--- src/rtl/cantx_pkg.sv ---
package cantx_pkg;

    typedef enum logic [1:0] {
        OPM_OFF    = 2'd0,
        OPM_FULL   = 2'd1,
        OPM_LISTEN = 2'd2
    } opmode_e;

    typedef struct packed {
        logic tx_ok;
        logic rx_ok;
    } path_t;

    function automatic opmode_e decode_mode(input logic en, input logic listen);
        if (!en)        return OPM_OFF;
        else if (listen) return OPM_LISTEN;
        else             return OPM_FULL;
    endfunction

endpackage

--- src/rtl/cantx_mode_dec.sv ---
module cantx_mode_dec
    import cantx_pkg::*;
(
    input  logic  clk,
    input  logic  rst,
    input  logic  cfg_en,
    input  logic  cfg_listen,
    input  logic  dev_normal,
    input  logic  uv_cmp,
    output path_t path
);
    opmode_e mode;

    always_comb begin
        mode       = decode_mode(cfg_en, cfg_listen);
        path.rx_ok = dev_normal && !uv_cmp && (mode != OPM_OFF);
        path.tx_ok = dev_normal && !uv_cmp && (mode == OPM_FULL);
    end

    // listen-only never grants the transmit path
    p_listen_no_tx_r2: assert property (@(posedge clk) disable iff (rst)
        (cfg_en && cfg_listen) |-> !path.tx_ok);
    // low-power blocks both paths
    p_lowpower_block_r8: assert property (@(posedge clk) disable iff (rst)
        !dev_normal |-> (!path.tx_ok && !path.rx_ok));
endmodule

--- src/rtl/cantx_dom_timer.sv ---
module cantx_dom_timer #(
    parameter int TO_CYCLES = 65000
) (
    input  logic clk,
    input  logic rst,
    input  logic tx_ok,
    input  logic txd_in,
    input  logic clr,
    output logic timeout
);
    localparam int CNT_W = $clog2(TO_CYCLES) + 1;
    localparam logic [CNT_W-1:0] LAST = CNT_W'(TO_CYCLES - 1);

    logic [CNT_W-1:0] cnt;
    logic             hit;

    assign hit = tx_ok && !txd_in && !timeout && (cnt == LAST);

    always_ff @(posedge clk) begin
        if (rst) begin
            cnt <= '0;
        end else if (!tx_ok || txd_in || timeout || hit) begin
            cnt <= '0;
        end else begin
            cnt <= cnt + 1'b1;
        end
    end

    cantx_sticky u_to_flag (
        .clk (clk),
        .rst (rst),
        .set (hit),
        .clr (clr),
        .q   (timeout)
    );

    // counter never passes the limit
    p_cnt_bound_r6: assert property (@(posedge clk) disable iff (rst)
        cnt <= LAST);
    // while blocked the counter stays idle
    p_blocked_idle_r7: assert property (@(posedge clk) disable iff (rst)
        timeout |=> (cnt == '0));
endmodule

--- src/rtl/cantx_sticky.sv ---
module cantx_sticky (
    input  logic clk,
    input  logic rst,
    input  logic set,
    input  logic clr,
    output logic q
);
    always_ff @(posedge clk) begin
        if (rst) q <= 1'b0;
        else     q <= set || (q && !clr);
    end

    // a set wins over a coincident clear
    p_set_wins_r9: assert property (@(posedge clk) disable iff (rst)
        set |=> q);
    // a clear without a set empties the bit
    p_clr_empties_r7: assert property (@(posedge clk) disable iff (rst)
        (clr && !set) |=> !q);
endmodule

--- src/rtl/cantx_ctrl.sv ---
module cantx_ctrl
    import cantx_pkg::*;
#(
    parameter int TO_CYCLES = 65000
) (
    input  logic clk,
    input  logic rst,
    input  logic cfg_en,
    input  logic cfg_listen,
    input  logic dev_normal,
    input  logic uv_cmp,
    input  logic txd_in,
    input  logic bus_rx,
    input  logic rd_clr,
    output logic drv_dom,
    output logic rxd_out,
    output logic st_uv_live,
    output logic st_uv_fail,
    output logic st_tx_timeout
);
    path_t path;
    logic  uv_event;

    cantx_mode_dec u_dec (
        .clk        (clk),
        .rst        (rst),
        .cfg_en     (cfg_en),
        .cfg_listen (cfg_listen),
        .dev_normal (dev_normal),
        .uv_cmp     (uv_cmp),
        .path       (path)
    );

    cantx_dom_timer #(.TO_CYCLES(TO_CYCLES)) u_timer (
        .clk     (clk),
        .rst     (rst),
        .tx_ok   (path.tx_ok),
        .txd_in  (txd_in),
        .clr     (rd_clr),
        .timeout (st_tx_timeout)
    );

    assign uv_event = uv_cmp && cfg_en && dev_normal;

    cantx_sticky u_uv_flag (
        .clk (clk),
        .rst (rst),
        .set (uv_event),
        .clr (rd_clr),
        .q   (st_uv_fail)
    );

    assign drv_dom    = path.tx_ok && !st_tx_timeout && !txd_in;
    assign rxd_out    = path.rx_ok ? bus_rx : 1'b1;
    assign st_uv_live = uv_cmp;

    // under-voltage with enable forces recessive and idle-high receive
    p_uv_gate_r5: assert property (@(posedge clk) disable iff (rst)
        (uv_cmp && cfg_en) |-> (!drv_dom && rxd_out));
    // timeout flag blocks the driver
    p_to_blocks_r7: assert property (@(posedge clk) disable iff (rst)
        st_tx_timeout |-> !drv_dom);
    // enabled under-voltage is latched
    p_uv_latch_r4: assert property (@(posedge clk) disable iff (rst)
        (uv_cmp && cfg_en && dev_normal) |=> st_uv_fail);
    // off mode keeps both paths idle
    p_off_idle_r1: assert property (@(posedge clk) disable iff (rst)
        !cfg_en |-> (!drv_dom && rxd_out));
endmodule

--- config.mk ---
export PLATFORM = sky130hd
export DESIGN_NAME = cantx_ctrl
export DESIGN_NICKNAME = d
export VERILOG_FILES = /design/src/rtl/cantx_pkg.sv /design/src/rtl/cantx_mode_dec.sv /design/src/rtl/cantx_dom_timer.sv /design/src/rtl/cantx_sticky.sv /design/src/rtl/cantx_ctrl.sv
export SDC_FILE = /design/constraint.sdc
export NUM_CORES = 1
export LEC_CHECK = 0
export BUFFER_PORTS_ARGS = -buffer_cell sky130_fd_sc_hd__clkbuf_2
export CAP_MARGIN = 10
export CORE_MARGIN = 5
export CORE_UTILIZATION = 51
export CTS_CLUSTER_DIAMETER = 30
export DETAILED_ROUTE_END_ITERATION = 10
export PLACE_DENSITY_LB_ADDON = 0.1
export SYNTH_ARGS = -nofsm -noshare
export SYNTH_HDL_FRONTEND = slang
export SYNTH_SLANG_ARGS = --single-unit
--- constraint.sdc ---
create_clock -name clk -period 2.07 [get_ports clk]
set_clock_uncertainty 0.05 [all_clocks]
set_input_delay 0.1035 -clock clk [delete_from_list [all_inputs] [get_ports clk]]
set_output_delay 0.1035 -clock clk [all_outputs]
set_load 0.005 [all_outputs]
==> reports/qor.tcl, run 1 <==
set qor(syn_avg_cell_area_um2) 9.10
set qor(critical_path_peak_fanout) 8
set qor(finish.net_count) 128
set qor(worst_hold_slack_ns) 0.0537
set qor(synthDistinctLibCells) 27
set qor(vias) 741
set qor(floorplan.die_area_mm2) 0.00269
set qor(finalWeightedCongestion) 0.786
set qor(finalCritPeriodShare_pct) 84.4
set qor(via_per_inst) 5.53
set qor(start_kind) {register}
set qor(worst_setup_path_end_kind) {register}
set qor(pwr-share-comb_pct) 3.3
set qor(clkSinkCount) 19
set qor(ant_nets) 0
set qor(finalSetupViolCount) 0
set qor(place.detailed.hpwl_um) 1340
set qor(first_pass_iters) 4
set qor(post_cts.resized_instances) 0
set qor(cell_type_with_the_highest_aggregate_area_in_the_netlist) {dfxtp_1}
set qor(dr.first_iter.drc_count) 12
set qor(die_y_extent_um) 51.8
set qor(grtUsageMet3_pct) 3.15
set qor(clock-root-buffer) {clkbuf_4}
set qor(synthesis.nets) 108
set qor(grt_max_degree) 11
set qor(timing.fmax_mhz) 572
set qor(p_sw_share_pct) 20.6
set qor(area_delta_synth_final_pct) 12.8
set qor(worst_setup_hold_path_clk_slew_ns) 0.10
set qor(layout.filler_cells) 175
set qor(grt_pass1_wl_um) 2970
set qor(crit_arrival_ns) 1.88
set qor(worst_relative_slew_slack_pct) 77.4
set qor(grt_antenna_before_repair) 0
set qor(proportion_of_layout_cells_with_a_drive_suffix_above_1_pct) 21.4
set qor(flop_and_latch_count_out_of_synthesis) 19
set qor(drv.max_cap_violation_count) 0
set qor(initial_utilization_pct) 52.8
set qor(p_per_area_mw_per_mm2) 566
set qor(synth_commonest_cells) {dfxtp_1 (19), nor2_1 (19), xnor2_1 (10), nand4_1 (8), nand3_1 (6)}
set qor(timing.final.max_slew_violations) 0
set qor(die-width_um) 51.8
set qor(grt_pass1_vias) 708
set qor(numCtsBuffers) 3
set qor(worst_setup_path_category) {register to register}
set qor(cts_tree) {done}
set qor(ys_seq_area_share_pct) 42.6
set qor(yosys-top-cells-area) {dfxtp_1 (43%), xnor2_1 (9.8%), nor2_1 (8.0%), nand4_1 (5.6%), xor2_1 (3.9%)}
set qor(clock_latency_on_the_worst_skew_pair_ns) 0.29
set qor(pwr-share-seq_pct) 64.5
set qor(data_required_time_at_the_worst_endpoint_ns) 2.21
set qor(route.final.wire_length_um) 1780
set qor(finalSetupTns_ns) 0
set qor(net-switching-power_w) 0.000117
set qor(synthDominantCellAreaShare_pct) 42.6
set qor(busiest_layer) {met2}
set qor(asr_flop_ratio_synth_pct) 0
set qor(mappedNetlistArea_um2) 892
set qor(timing.hold.worst.class) {primary input to register}
set qor(htree_num_levels) 1
set qor(grt_remaining_overflow) 0
set qor(count_of_port_buffers_added_during_placement) 13
set qor(grt_usage_pct) 15.0
set qor(core.rowCount) 15
set qor(post-route-min-period_ns) 1.75
set qor(grt_use_met1_pct) 17.6
set qor(num_io_pins) 14
set qor(max-vdd-ir-drop_mv) 0.364
set qor(cts.path.max_buffers) 2
set qor(globalRouteMet2Util_pct) 25.3
set qor(ys.flop_type) {dfxtp_1}
set qor(intPower_w) 0.000452
set qor(core_region_area_mm2) 0.00169
set qor(worstMarginPinSlew_ns) 0.338
set qor(static-leakage-power_nw) 0.328
set qor(synth_cells) 98
set qor(synth_enable_flop_cells) 0
set qor(report.final.hold_viol_count) 0
set qor(yosys_warning_count) 0
set qor(insertedDiodeCount) 0
set qor(grt_setup_unrepaired) {false}
set qor(power_frac_clock_pct) 32.2
set qor(drt-wirelength-per-cell_um) 13.3
set qor(post-route-drc-count) 0
set qor(outcome) {complete, no violations}
[final timing paths]
check / startpoint / endpoint / slack (ns) / cells past startpoint
max: u_timer.cnt[3] / u_timer.cnt[2] / 0.32 / 5
min: cfg_en / u_uv_flag.q / 0.05 / 3
min reg2reg: u_uv_flag.q / u_uv_flag.q / 0.46 / 2
max reg2reg: u_timer.cnt[3] / u_timer.cnt[2] / 0.32 / 5
[what timing repair did]
action                    4_1_cts  5_1_grt
setup buffers                   0        0
hold buffers                    1        0
hold endpoints to repair        2        0
[per-layer routing]
metal | vias up | wire, µm
li1 | 383 | -
met5 | - | 0
met3 | 4 | 95
met2 | 21 | 820
met1 | 333 | 830
met4 | 0 | 35
[per-stage QoR]
| step | instance area, µm² | total power (W) | instances | util (%) | setup slack, ns |
|---|---|---|---|---|---|
| after global placement | 970 | 0.000392 | 129 | 57.4 | 0.400 |
| final | 1010 | 0.000569 | 134 | 59.6 | 0.322 |
| after global routing | 1010 | 0.000597 | 134 | 59.6 | 0.224 |
| after floorplan | 892 | 0.000383 | 98 | - | 0.374 |
| after CTS | 1010 | 0.000574 | 134 | 59.6 | 0.304 |
| after detailed placement | 970 | 0.000393 | 129 | 57.4 | 0.330 |
[registers in the layout, indices dropped and copies added, names as in the netlist]
signal               cells
u_timer.cnt             17
u_timer.u_to_flag.q      1
u_uv_flag.q              1
[cell usage in the layout, fill, tap and decap left out]
cell           Yosys  layout
a31o_2             1       1
nand2_1            3       3
nand4b_1           1       1
nor4_2             2       2
a32oi_1            1       1
nand3b_1           1       1
and3_1             2       2
xnor2_1           10      10
or2_2              1       1
clkbuf_1           0       1
a22oi_1            1       1
clkbuf_4           0       3
inv_1              4       4
nor4b_1            1       1
a21oi_1            1       1
or4b_1             1       1
ha_1               1       1
or3b_1             1       1
dfxtp_1           19      19
nor3_1             2       2
clkbuf_2           0      13
buf_4              1       4
xor2_1             4       4
and3_2             1       1
nand3_1            6       6
nor2_1            19      19
dlygate4sd3_1      0       1
nor4_1             4       4
nand4_1            8       8
[area by class of cell]
class | instances | area, µm² | area share, %
inverters | 4 | 15.0 | 1.49
multi-input cells | 72 | 458 | 45.5
flip-flops and latches | 19 | 380 | 37.8
well taps | 17 | 21.3 | 2.11
clock buffers | 4 | 26.3 | 2.61
repair buffers | 18 | 105 | 10.4
[logic make-up after synthesis]
logic type	share of synthesized area, %
xor gates and xnor gates	13.7
AOI/OAI and AO/OA	3.37
buffers and inverters	6.03
and+or+nand+nor	32.8
adders and majority gates	1.40
DFF	42.6
[worst max-delay path, cell delays in order, from the launching register on]
cell	delay, ns
dfxtp_1	0.36
or4b_1	0.55
nor4_2	0.30
or3b_1	0.17
buf_4	0.16
nor2_1	0.06
[power groups by stage]
| stage | clock, W | sequential (W) | combinational, W |
|---|---|---|---|
| 6_report | 0.000183 | 0.000367 | 0.0000189 |
| 5_1_grt | 0.000209 | 0.000367 | 0.0000210 |
| 4_1_cts | 0.000188 | 0.000367 | 0.0000192 |
| 3_5_place_dp | 0 | 0.000375 | 0.0000176 |
| 3_3_place_gp | 0 | 0.000375 | 0.0000170 |
| 2_1_floorplan | 0 | 0.000375 | 0.00000727 |
Power figures use the tool's default switching activity.
==> run 2, diff against run 1 <==
--- a/config.mk
+++ b/config.mk
@@ -8,7 +8,7 @@
 export BUFFER_PORTS_ARGS = -buffer_cell sky130_fd_sc_hd__clkbuf_2
 export CAP_MARGIN = 10
 export CORE_MARGIN = 5
-export CORE_UTILIZATION = 51
+export CORE_UTILIZATION = 48
 export CTS_CLUSTER_DIAMETER = 30
 export DETAILED_ROUTE_END_ITERATION = 10
 export PLACE_DENSITY_LB_ADDON = 0.1
==> constraint.sdc (replaced) <==
create_clock -name clk -period 1.5 [get_ports clk]
set_clock_uncertainty 0.05 [all_clocks]
set_input_delay 0.075 -clock clk [delete_from_list [all_inputs] [get_ports clk]]
set_output_delay 0.075 -clock clk [all_outputs]
set_load 0.005 [all_outputs]
==> run 2 against run 1 <==
Combinational power up 61%. Sequential power up 38%. Global-route usage up 1.8 points. Cell count up 17%. First-iteration DRC count down 33%. Largest cell class unchanged. Sequential share of layout area down 5.9 points. Wire length up 11%. Non-clock buffer count up 15. Clock power up 40%. Total power up 39%. Die area up 5.0%. The run now ends with negative setup slack left. Via count up 7.6%.
==> reports/qor.tcl, run 2 (synthesized netlist as in run 1, its figures left out) <==
set qor(outcome) {complete, but fails checks}
set qor(failed_checks) {negative setup slack}
set qor(postLayoutCellArea_mm2) 0.00120 ;# +20%
set qor(largest_register_ff_count) 17 ;# unchanged
set qor(grt_antenna_before_repair) 0 ;# unchanged
set qor(pwr-share-comb_pct) 3.8 ;# +0.5 points
set qor(core.rowCount) 15 ;# unchanged
set qor(report.final.hold_viol_count) 0 ;# unchanged
set qor(num_io_pins) 14 ;# unchanged
set qor(worst_relative_slew_slack_pct) 77.3 ;# -0.099 points
set qor(htree_num_levels) 1 ;# unchanged
set qor(floorplan.die_area_mm2) 0.00282 ;# +5.0%
set qor(timing.final.ws_setup_ns) -0.116 ;# -0.438 ns
set qor(layout.cells.most_common_list) {buf_4 (16), dfxtp_1 (16), clkbuf_2 (13), xnor2_1 (10), nor2_1 (10)}
set qor(worst_setup_hold_path_clk_slew_ns) 0.11 ;# about the same
set qor(ant_nets) 0 ;# unchanged
set qor(die_y_extent_um) 53.1 ;# +2.5%
set qor(data_required_time_at_the_worst_endpoint_ns) 1.65 ;# -0.56 ns
set qor(layout.filler_cells) 162 ;# -7.4%
set qor(clkSinkCount) 19 ;# unchanged
set qor(clock_latency_on_the_worst_skew_pair_ns) 0.30 ;# about the same
set qor(net-switching-power_w) 0.000171 ;# +46%
set qor(p_sw_share_pct) 21.5 ;# +0.95 points
set qor(core_region_area_mm2) 0.00175 ;# +3.3%
set qor(total_power_w) 0.000793 ;# +39%
set qor(start_kind) {register}
set qor(post-route-drc-count) 0 ;# unchanged
set qor(finalSetupViolCount) 17 ;# +17
set qor(grt_setup_unrepaired) {true}
set qor(post-route-min-period_ns) 1.62 ;# -0.132 ns
set qor(timing.final.max_slew_violations) 0 ;# unchanged
set qor(critPathBufInv) 1 ;# unchanged
set qor(numCtsBuffers) 3 ;# unchanged
set qor(largest-register) {u_timer.cnt}
set qor(insertedDiodeCount) 0 ;# unchanged
set qor(drv.max_cap_violation_count) 0 ;# unchanged
set qor(vias) 797 ;# +7.6%
set qor(via_per_inst) 5.08 ;# -8.2%
set qor(crit_arrival_ns) 1.76 ;# -0.12 ns
set qor(dpl_cell_area_mm2) 0.00109 ;# +12%
set qor(cts_tree) {done}
set qor(finalCoreUtilization_pct) 68.9 ;# +9.3 points
set qor(grt_pass1_vias) 792 ;# +12%
set qor(max-vdd-ir-drop_mv) 0.566 ;# +56%
set qor(intPower_w) 0.000622 ;# +38%
set qor(critical_path_peak_fanout) 5 ;# -3
set qor(grt_usage_pct) 16.8 ;# +1.8 points
set qor(reg.largest.list) {u_timer.cnt (17), u_timer.u_to_flag.q (1), u_uv_flag.q (1)}
set qor(pre_cts_slack_ns) -0.123 ;# -0.452 ns
set qor(pwr-share-seq_pct) 63.8 ;# -0.7 points
set qor(r2r_setup_slack_ns) -0.12 ;# -0.44 ns
set qor(static-leakage-power_nw) 0.435 ;# +33%
set qor(place.detailed.hpwl_um) 1460 ;# +8.5%
set qor(worstMarginPinSlew_ns) 0.336 ;# -0.00230 ns
set qor(worst_setup_path_category) {register to register}
set qor(clock-root-buffer) {clkbuf_4}
set qor(drt-wirelength-per-cell_um) 12.6 ;# -5.5%
set qor(critical-path-max-stage-delay_ns) 0.54 ;# about the same
set qor(initial_utilization_pct) 51.1 ;# -1.7 points
set qor(count_of_port_buffers_added_during_placement) 13 ;# unchanged
set qor(area_delta_synth_final_pct) 34.8
set qor(route.final.wire_length_um) 1970 ;# +11%
set qor(finish.net_count) 143 ;# +12%
set qor(die-width_um) 53.1 ;# +2.5%
set qor(timing.hold.worst.class) {primary input to register}
set qor(worst_setup_path_end_kind) {register}
set qor(power_frac_clock_pct) 32.3 ;# about the same
set qor(slowest_stage) {or4b_4}
set qor(timing.fmax_mhz) 619 ;# +8.2%
set qor(proportion_of_layout_cells_with_a_drive_suffix_above_1_pct) 43.9 ;# +23 points
set qor(finalCritPeriodShare_pct) 108 ;# +23 points
set qor(cts.path.max_buffers) 2 ;# unchanged
set qor(p_per_area_mw_per_mm2) 659 ;# +17%
set qor(dr.first_iter.drc_count) 8 ;# -4
set qor(first_pass_iters) 4 ;# unchanged
set qor(timing.critical_path.cells) {or4b_4 -> nor4_4 -> or3b_4 -> buf_6 -> nor2_1}
set qor(grt_pass1_wl_um) 3400 ;# +14%
set qor(grt_remaining_overflow) 0 ;# unchanged
set qor(crit_family) {simple AND/OR/NAND/NOR gates}
set qor(finalWeightedCongestion) 0.826 ;# +5.1%
set qor(grt_max_degree) 12 ;# +1
## run 2: final timing paths
kind	from	endpoint	cells past startpoint
hold reg to reg	u_uv_flag.q	u_uv_flag.q	2
setup / recovery	u_timer.cnt[9]	u_timer.cnt[10]	5
hold / removal	uv_cmp	u_uv_flag.q	3
setup reg to reg	u_timer.cnt[9]	u_timer.cnt[10]	5
## run 2: final cells by class
cell class	instances	area [µm²]	area share, %
sequential	19	384	31.9
tap	25	31.3	2.60
inverter	4	15.0	1.25
clock inverter	1	5.00	0.416
clock buffer	3	22.5	1.87
multi-input combinational	72	512	42.6
timing repair buffer	33	233	19.4
## run 2: per-layer routing
layer / global-route usage [%] / wire length (µm) / up-vias
met3: 3.94 / 96 / 4
li1: - / - / 414
met5: 0 / 0 / -
met4: 9.79 / 38 / 0
met1: 20.4 / 925 / 363
met2: 26.9 / 911 / 16
## run 2: through the flow
| step | instances | hold slack [ns] | setup TNS [ns] |
|---|---|---|---|
| 6_report | 157 | 0.0115 | -1.61 |
| 5_1_grt | 157 | 0.0217 | -2.93 |
| 4_1_cts | 158 | 0.00461 | -2.18 |
| 3_5_place_dp | 151 | 0.228 | -1.66 |
| 3_3_place_gp | 151 | 0.232 | -0.392 |
| 2_1_floorplan | 98 | 0.0974 | -0.579 |
## run 2: timing repair
item                       in CTS  in global routing
buffers inserted                1                  0
gates resized for setup         7                 16
hold endpoints to repair        2                  0
hold buffers                    1                  0
pin swaps                       3                 14
setup endpoints to repair      17                 18
gates cloned                    1                  0
## run 2: power by group through the flow
stage / Clock (W) / Sequential [W] / Combinational, W
2_1_floorplan: 0 / 0.000518 / 0.0000100
6_report: 0.000256 / 0.000506 / 0.0000304
3_5_place_dp: 0 / 0.000518 / 0.0000256
4_1_cts: 0.000264 / 0.000506 / 0.0000291
3_3_place_gp: 0 / 0.000518 / 0.0000249
5_1_grt: 0.000294 / 0.000507 / 0.0000336
## run 2: worst reg2reg max path: stages (launching register included)
cell,delay (ns)
dfxtp_2,0.34
or4b_4,0.54
nor4_4,0.18
or3b_4,0.22
buf_6,0.14
nor2_1,0.06
==> run 3, diff against run 2 <==
--- a/config.mk
+++ b/config.mk
@@ -8,10 +8,11 @@
 export BUFFER_PORTS_ARGS = -buffer_cell sky130_fd_sc_hd__clkbuf_2
 export CAP_MARGIN = 10
 export CORE_MARGIN = 5
-export CORE_UTILIZATION = 48
+export CORE_UTILIZATION = 49
 export CTS_CLUSTER_DIAMETER = 30
 export DETAILED_ROUTE_END_ITERATION = 10
 export PLACE_DENSITY_LB_ADDON = 0.1
 export SYNTH_ARGS = -nofsm -noshare
 export SYNTH_HDL_FRONTEND = slang
+export SYNTH_HIERARCHICAL = 1
 export SYNTH_SLANG_ARGS = --single-unit
==> run 3 against run 2 <==
The flow still finishes with violations (negative setup slack). Clock power is 4% higher. Total power is 2.2% higher. Global-route usage is 0.28 points higher. Clock-buffer cell count is 1 higher. Wire length is 12% higher. Flip-flop and latch count stayed put. First-iteration DRC count is 63% higher. Critical path type unchanged. Largest cell class unchanged.
==> reports/qor.tcl, run 3 <==
set qor(outcome) {complete, but fails checks}
set qor(failed_checks) {negative setup slack}
set qor(cts_tree) {done}
set qor(flop_and_latch_count_out_of_synthesis) 19 ;# unchanged
set qor(hold_depth) 3 ;# unchanged
set qor(insertedDiodeCount) 0 ;# unchanged
set qor(final_common_cell) {buf_4}
set qor(slowest_stage) {or4_1}
set qor(timing.final.ws_setup_ns) -0.0285 ;# +0.0871 ns
set qor(grt_setup_unrepaired) {true}
set qor(grt_usage_pct) 17.1 ;# +0.28 points
set qor(synth_cells) 107 ;# +9.2%
set qor(reg.largest.list) {u_timer/cnt (17), u_timer/u_to_flag/q (1), u_uv_flag/q (1)}
set qor(worst_relative_slew_slack_pct) 79.1 ;# +1.7 points
set qor(worstMarginPinSlew_ns) 0.311 ;# -0.0244 ns
set qor(clock_latency_on_the_worst_skew_pair_ns) 0.30 ;# about the same
set qor(dr.max_layer_used) {met4}
set qor(vias) 891 ;# +12%
set qor(data_required_time_at_the_worst_endpoint_ns) 1.69 ;# +0.04 ns
set qor(finalCritPeriodShare_pct) 102 ;# -5.8 points
set qor(worst_setup_path_category) {register to register}
set qor(num_io_pins) 14 ;# unchanged
set qor(ant_nets) 0 ;# unchanged
set qor(finalSetupViolCount) 1 ;# -16
set qor(grt_antenna_before_repair) 0 ;# unchanged
set qor(post_synth_xor_area_fraction_pct) 11.1 ;# -2.6 points
set qor(core_region_area_mm2) 0.00178 ;# +2.2%
set qor(critPathBufInv) 0 ;# -1
set qor(crit_arrival_ns) 1.72 ;# -0.04 ns
set qor(synth_commonest_cells) {dfxtp_1 (19), nor2_1 (16), nand3_1 (9), xnor2_1 (6), xor2_1 (6)}
set qor(grt_remaining_overflow) 0 ;# unchanged
set qor(p_sw_share_pct) 22.1 ;# +0.54 points
set qor(numCtsBuffers) 3 ;# unchanged
set qor(timing.fmax_mhz) 654 ;# +5.7%
set qor(syn_avg_cell_area_um2) 8.83 ;# -3.0%
set qor(post-route-drc-count) 0 ;# unchanged
set qor(synthesis.nets) 117 ;# +8.3%
set qor(drt-wirelength-per-cell_um) 13.2 ;# +4.9%
set qor(finalWeightedCongestion) 0.820 ;# -0.69%
set qor(floorplan.die_area_mm2) 0.00291 ;# +3.0%
set qor(route.final.wire_length_um) 2200 ;# +12%
set qor(static-leakage-power_nw) 0.446 ;# +2.4%
set qor(count_of_port_buffers_added_during_placement) 13 ;# unchanged
set qor(ys.flop_type) {dfxtp_1}
set qor(yosys-top-cells-area) {dfxtp_1 (40%), nor2_1 (6.4%), xnor2_1 (5.6%), xor2_1 (5.6%), nand3_1 (4.8%)}
set qor(post_synth_mux_area_share_pct) 0 ;# unchanged
set qor(clock-root-buffer) {clkbuf_4}
set qor(htree_num_levels) 1 ;# unchanged
set qor(start_kind) {register}
set qor(clkSinkCount) 19 ;# unchanged
set qor(worst_setup_path_end_kind) {register}
set qor(post-route-min-period_ns) 1.53 ;# -0.0871 ns
set qor(area_delta_synth_final_pct) 36.2
set qor(r2r_setup_slack_ns) -0.03 ;# +0.09 ns
set qor(worst_hold_slack_ns) 0.00671 ;# -0.00475 ns
set qor(finish.net_count) 153 ;# +7.0%
set qor(timing.hold.worst.class) {primary input to register}
set qor(most_instantiated_library_cell_after_synthesis) {dfxtp_1}
set qor(intPower_w) 0.000631 ;# +1.5%
set qor(p_per_area_mw_per_mm2) 630 ;# -4.5%
set qor(met1Wirelength_um) 1000 ;# +8.2%
set qor(reg2reg_depth) 5 ;# unchanged
set qor(power_frac_clock_pct) 33.0 ;# +0.7 points
set qor(synthDistinctLibCells) 32 ;# +19%
set qor(critical_path_peak_fanout) 2 ;# -3
set qor(die_y_extent_um) 53.9 ;# +1.5%
set qor(yosys_warning_count) 6 ;# +6
set qor(cp.depth) 5 ;# unchanged
set qor(synthDominantCellAreaShare_pct) 40.3 ;# -2.4 points
set qor(asr_flop_ratio_synth_pct) 0 ;# unchanged
set qor(mappedNetlistArea_um2) 945 ;# +5.9%
set qor(cell_type_with_the_highest_aggregate_area_in_the_netlist) {dfxtp_1}
set qor(largest_register_ff_count) 17 ;# unchanged
set qor(via_per_inst) 5.34 ;# +5.1%
set qor(largest-register) {u_timer/cnt}
set qor(layout.cells.most_common_list) {buf_4 (20), clkbuf_2 (13), nor2_1 (13), dfxtp_1 (12), dfxtp_2 (7)}
set qor(synth_enable_flop_cells) 0 ;# unchanged
set qor(drv.max_cap_violation_count) 0 ;# unchanged
set qor(initial_utilization_pct) 53.0 ;# +1.9 points
set qor(post_synth_fa_ha_maj_area_fraction_pct) 1.32 ;# -0.078 points
set qor(net-switching-power_w) 0.000179 ;# +4.7%
set qor(dr.first_iter.drc_count) 13 ;# +5
set qor(grt_pass1_vias) 824 ;# +4.0%
set qor(die-width_um) 53.9 ;# +1.5%
set qor(met2_length_um) 1050 ;# +15%
set qor(grt_max_degree) 11 ;# -1
set qor(max-vdd-ir-drop_mv) 0.565 ;# about the same
set qor(core.rowCount) 15 ;# unchanged
set qor(post_layout_nonfiller_instances) 167 ;# +6.4%
set qor(first_pass_iters) 4 ;# unchanged
set qor(crit_family) {simple AND/OR/NAND/NOR gates}
set qor(place.detailed.hpwl_um) 1670 ;# +14%
set qor(synthSimpleGateAreaFrac_pct) 35.9 ;# +3.1 points
set qor(cts.path.max_buffers) 2 ;# unchanged
set qor(detailroute.wirelength.met3_um) 97 ;# +1.0%
set qor(dpl.cell_count) 162 ;# +7.3%
set qor(ys_seq_area_share_pct) 40.3 ;# -2.4 points
set qor(timing.critical_path.cells) {ha_4 -> nand3_2 -> or2_1 -> or4_1 -> a21oi_1}
set qor(critical-path-max-stage-delay_ns) 0.50 ;# -0.04 ns
set qor(compound_gate_fraction_of_synth_area_pct) 7.28 ;# +3.9 points
set qor(report.final.hold_viol_count) 0 ;# unchanged
set qor(timing.final.max_slew_violations) 0 ;# unchanged
set qor(grt_pass1_wl_um) 3480 ;# +2.4%
set qor(pwr-share-comb_pct) 4.5 ;# +0.7 points
set qor(proportion_of_layout_cells_with_a_drive_suffix_above_1_pct) 47.2 ;# +3.2 points
set qor(worst_setup_hold_path_clk_slew_ns) 0.11 ;# about the same
set qor(dominant_combinational_cell_family_by_area_after_synthesis) {simple AND/OR/NAND/NOR gates}
set qor(pwr-share-seq_pct) 62.5 ;# -1.3 points
-- run 3: stage by stage --
step                setup slack (ns)  instance area [µm²]  utilization [%]  power, W  setup TNS [ns]
CTS                          -0.0435                 1230             69.0  0.000816         -0.0435
global route                  -0.112                 1290             72.1  0.000851          -0.257
floorplan                    -0.0235                  967                -  0.000530         -0.0235
detailed placement           -0.0563                 1190             66.8  0.000552          -0.755
global placement             -0.0224                 1190             66.8  0.000550          -0.171
finish                       -0.0285                 1290             72.1  0.000810         -0.0285
-- run 3: tightest hold or removal path, delay by kind of cell --
kind	cells	cell delay, ns
simple gates	1	0.11
buf+inv	1	0.08
compound gates	1	0.05
-- run 3: path summary, 6_finish.rpt --
kind	end	from
hold / removal	u_uv_flag/q	rd_clr
setup / recovery	u_timer/cnt[16]	u_timer/cnt[1]
setup reg to reg	u_timer/cnt[16]	u_timer/cnt[1]
hold reg to reg	u_uv_flag/q	u_uv_flag/q
-- run 3: what timing repair did --
item / in CTS / in global routing
gates resized for setup: 1 / 17
pin swaps: 1 / 1
cloned: 0 / 0
hold buffers: 1 / 0
endpoints found under the hold margin: 2 / 0
buffers inserted: 0 / 0
endpoints found under the setup margin: 2 / 13
-- run 3: final cells by class --
type                       count  area (µm²)
tap                           25        31.3
multi-input combinational     81         592
timing repair buffer          35         236
sequential                    19         389
inverter                       3        11.3
fill                         144         497
clock buffer                   4        26.3
-- run 3: logic make-up (layout without fill, tap and decap cells) --
kind of cell,Yosys count,in the layout
buf+inv,7,42
xor+xnor,12,12
fa+ha+maj,1,1
flops,19,19
compound gates,9,9
simple gates,59,59
-- run 3: per-layer routing --
metal,vias up,track usage (%)
met3,6,3.60
li1,451,-
met4,0,10.2
met5,-,0
met1,419,20.7
met2,15,27.6
-- run 3: power by group through the flow --
stage                     Combinational (W)  Sequential, W  Clock [W]
after floorplan                   0.0000122       0.000518          0
after global placement            0.0000320       0.000518          0
after detailed placement          0.0000337       0.000518          0
after CTS                         0.0000361       0.000506   0.000273
after global routing              0.0000407       0.000507   0.000303
final                             0.0000365       0.000506   0.000267
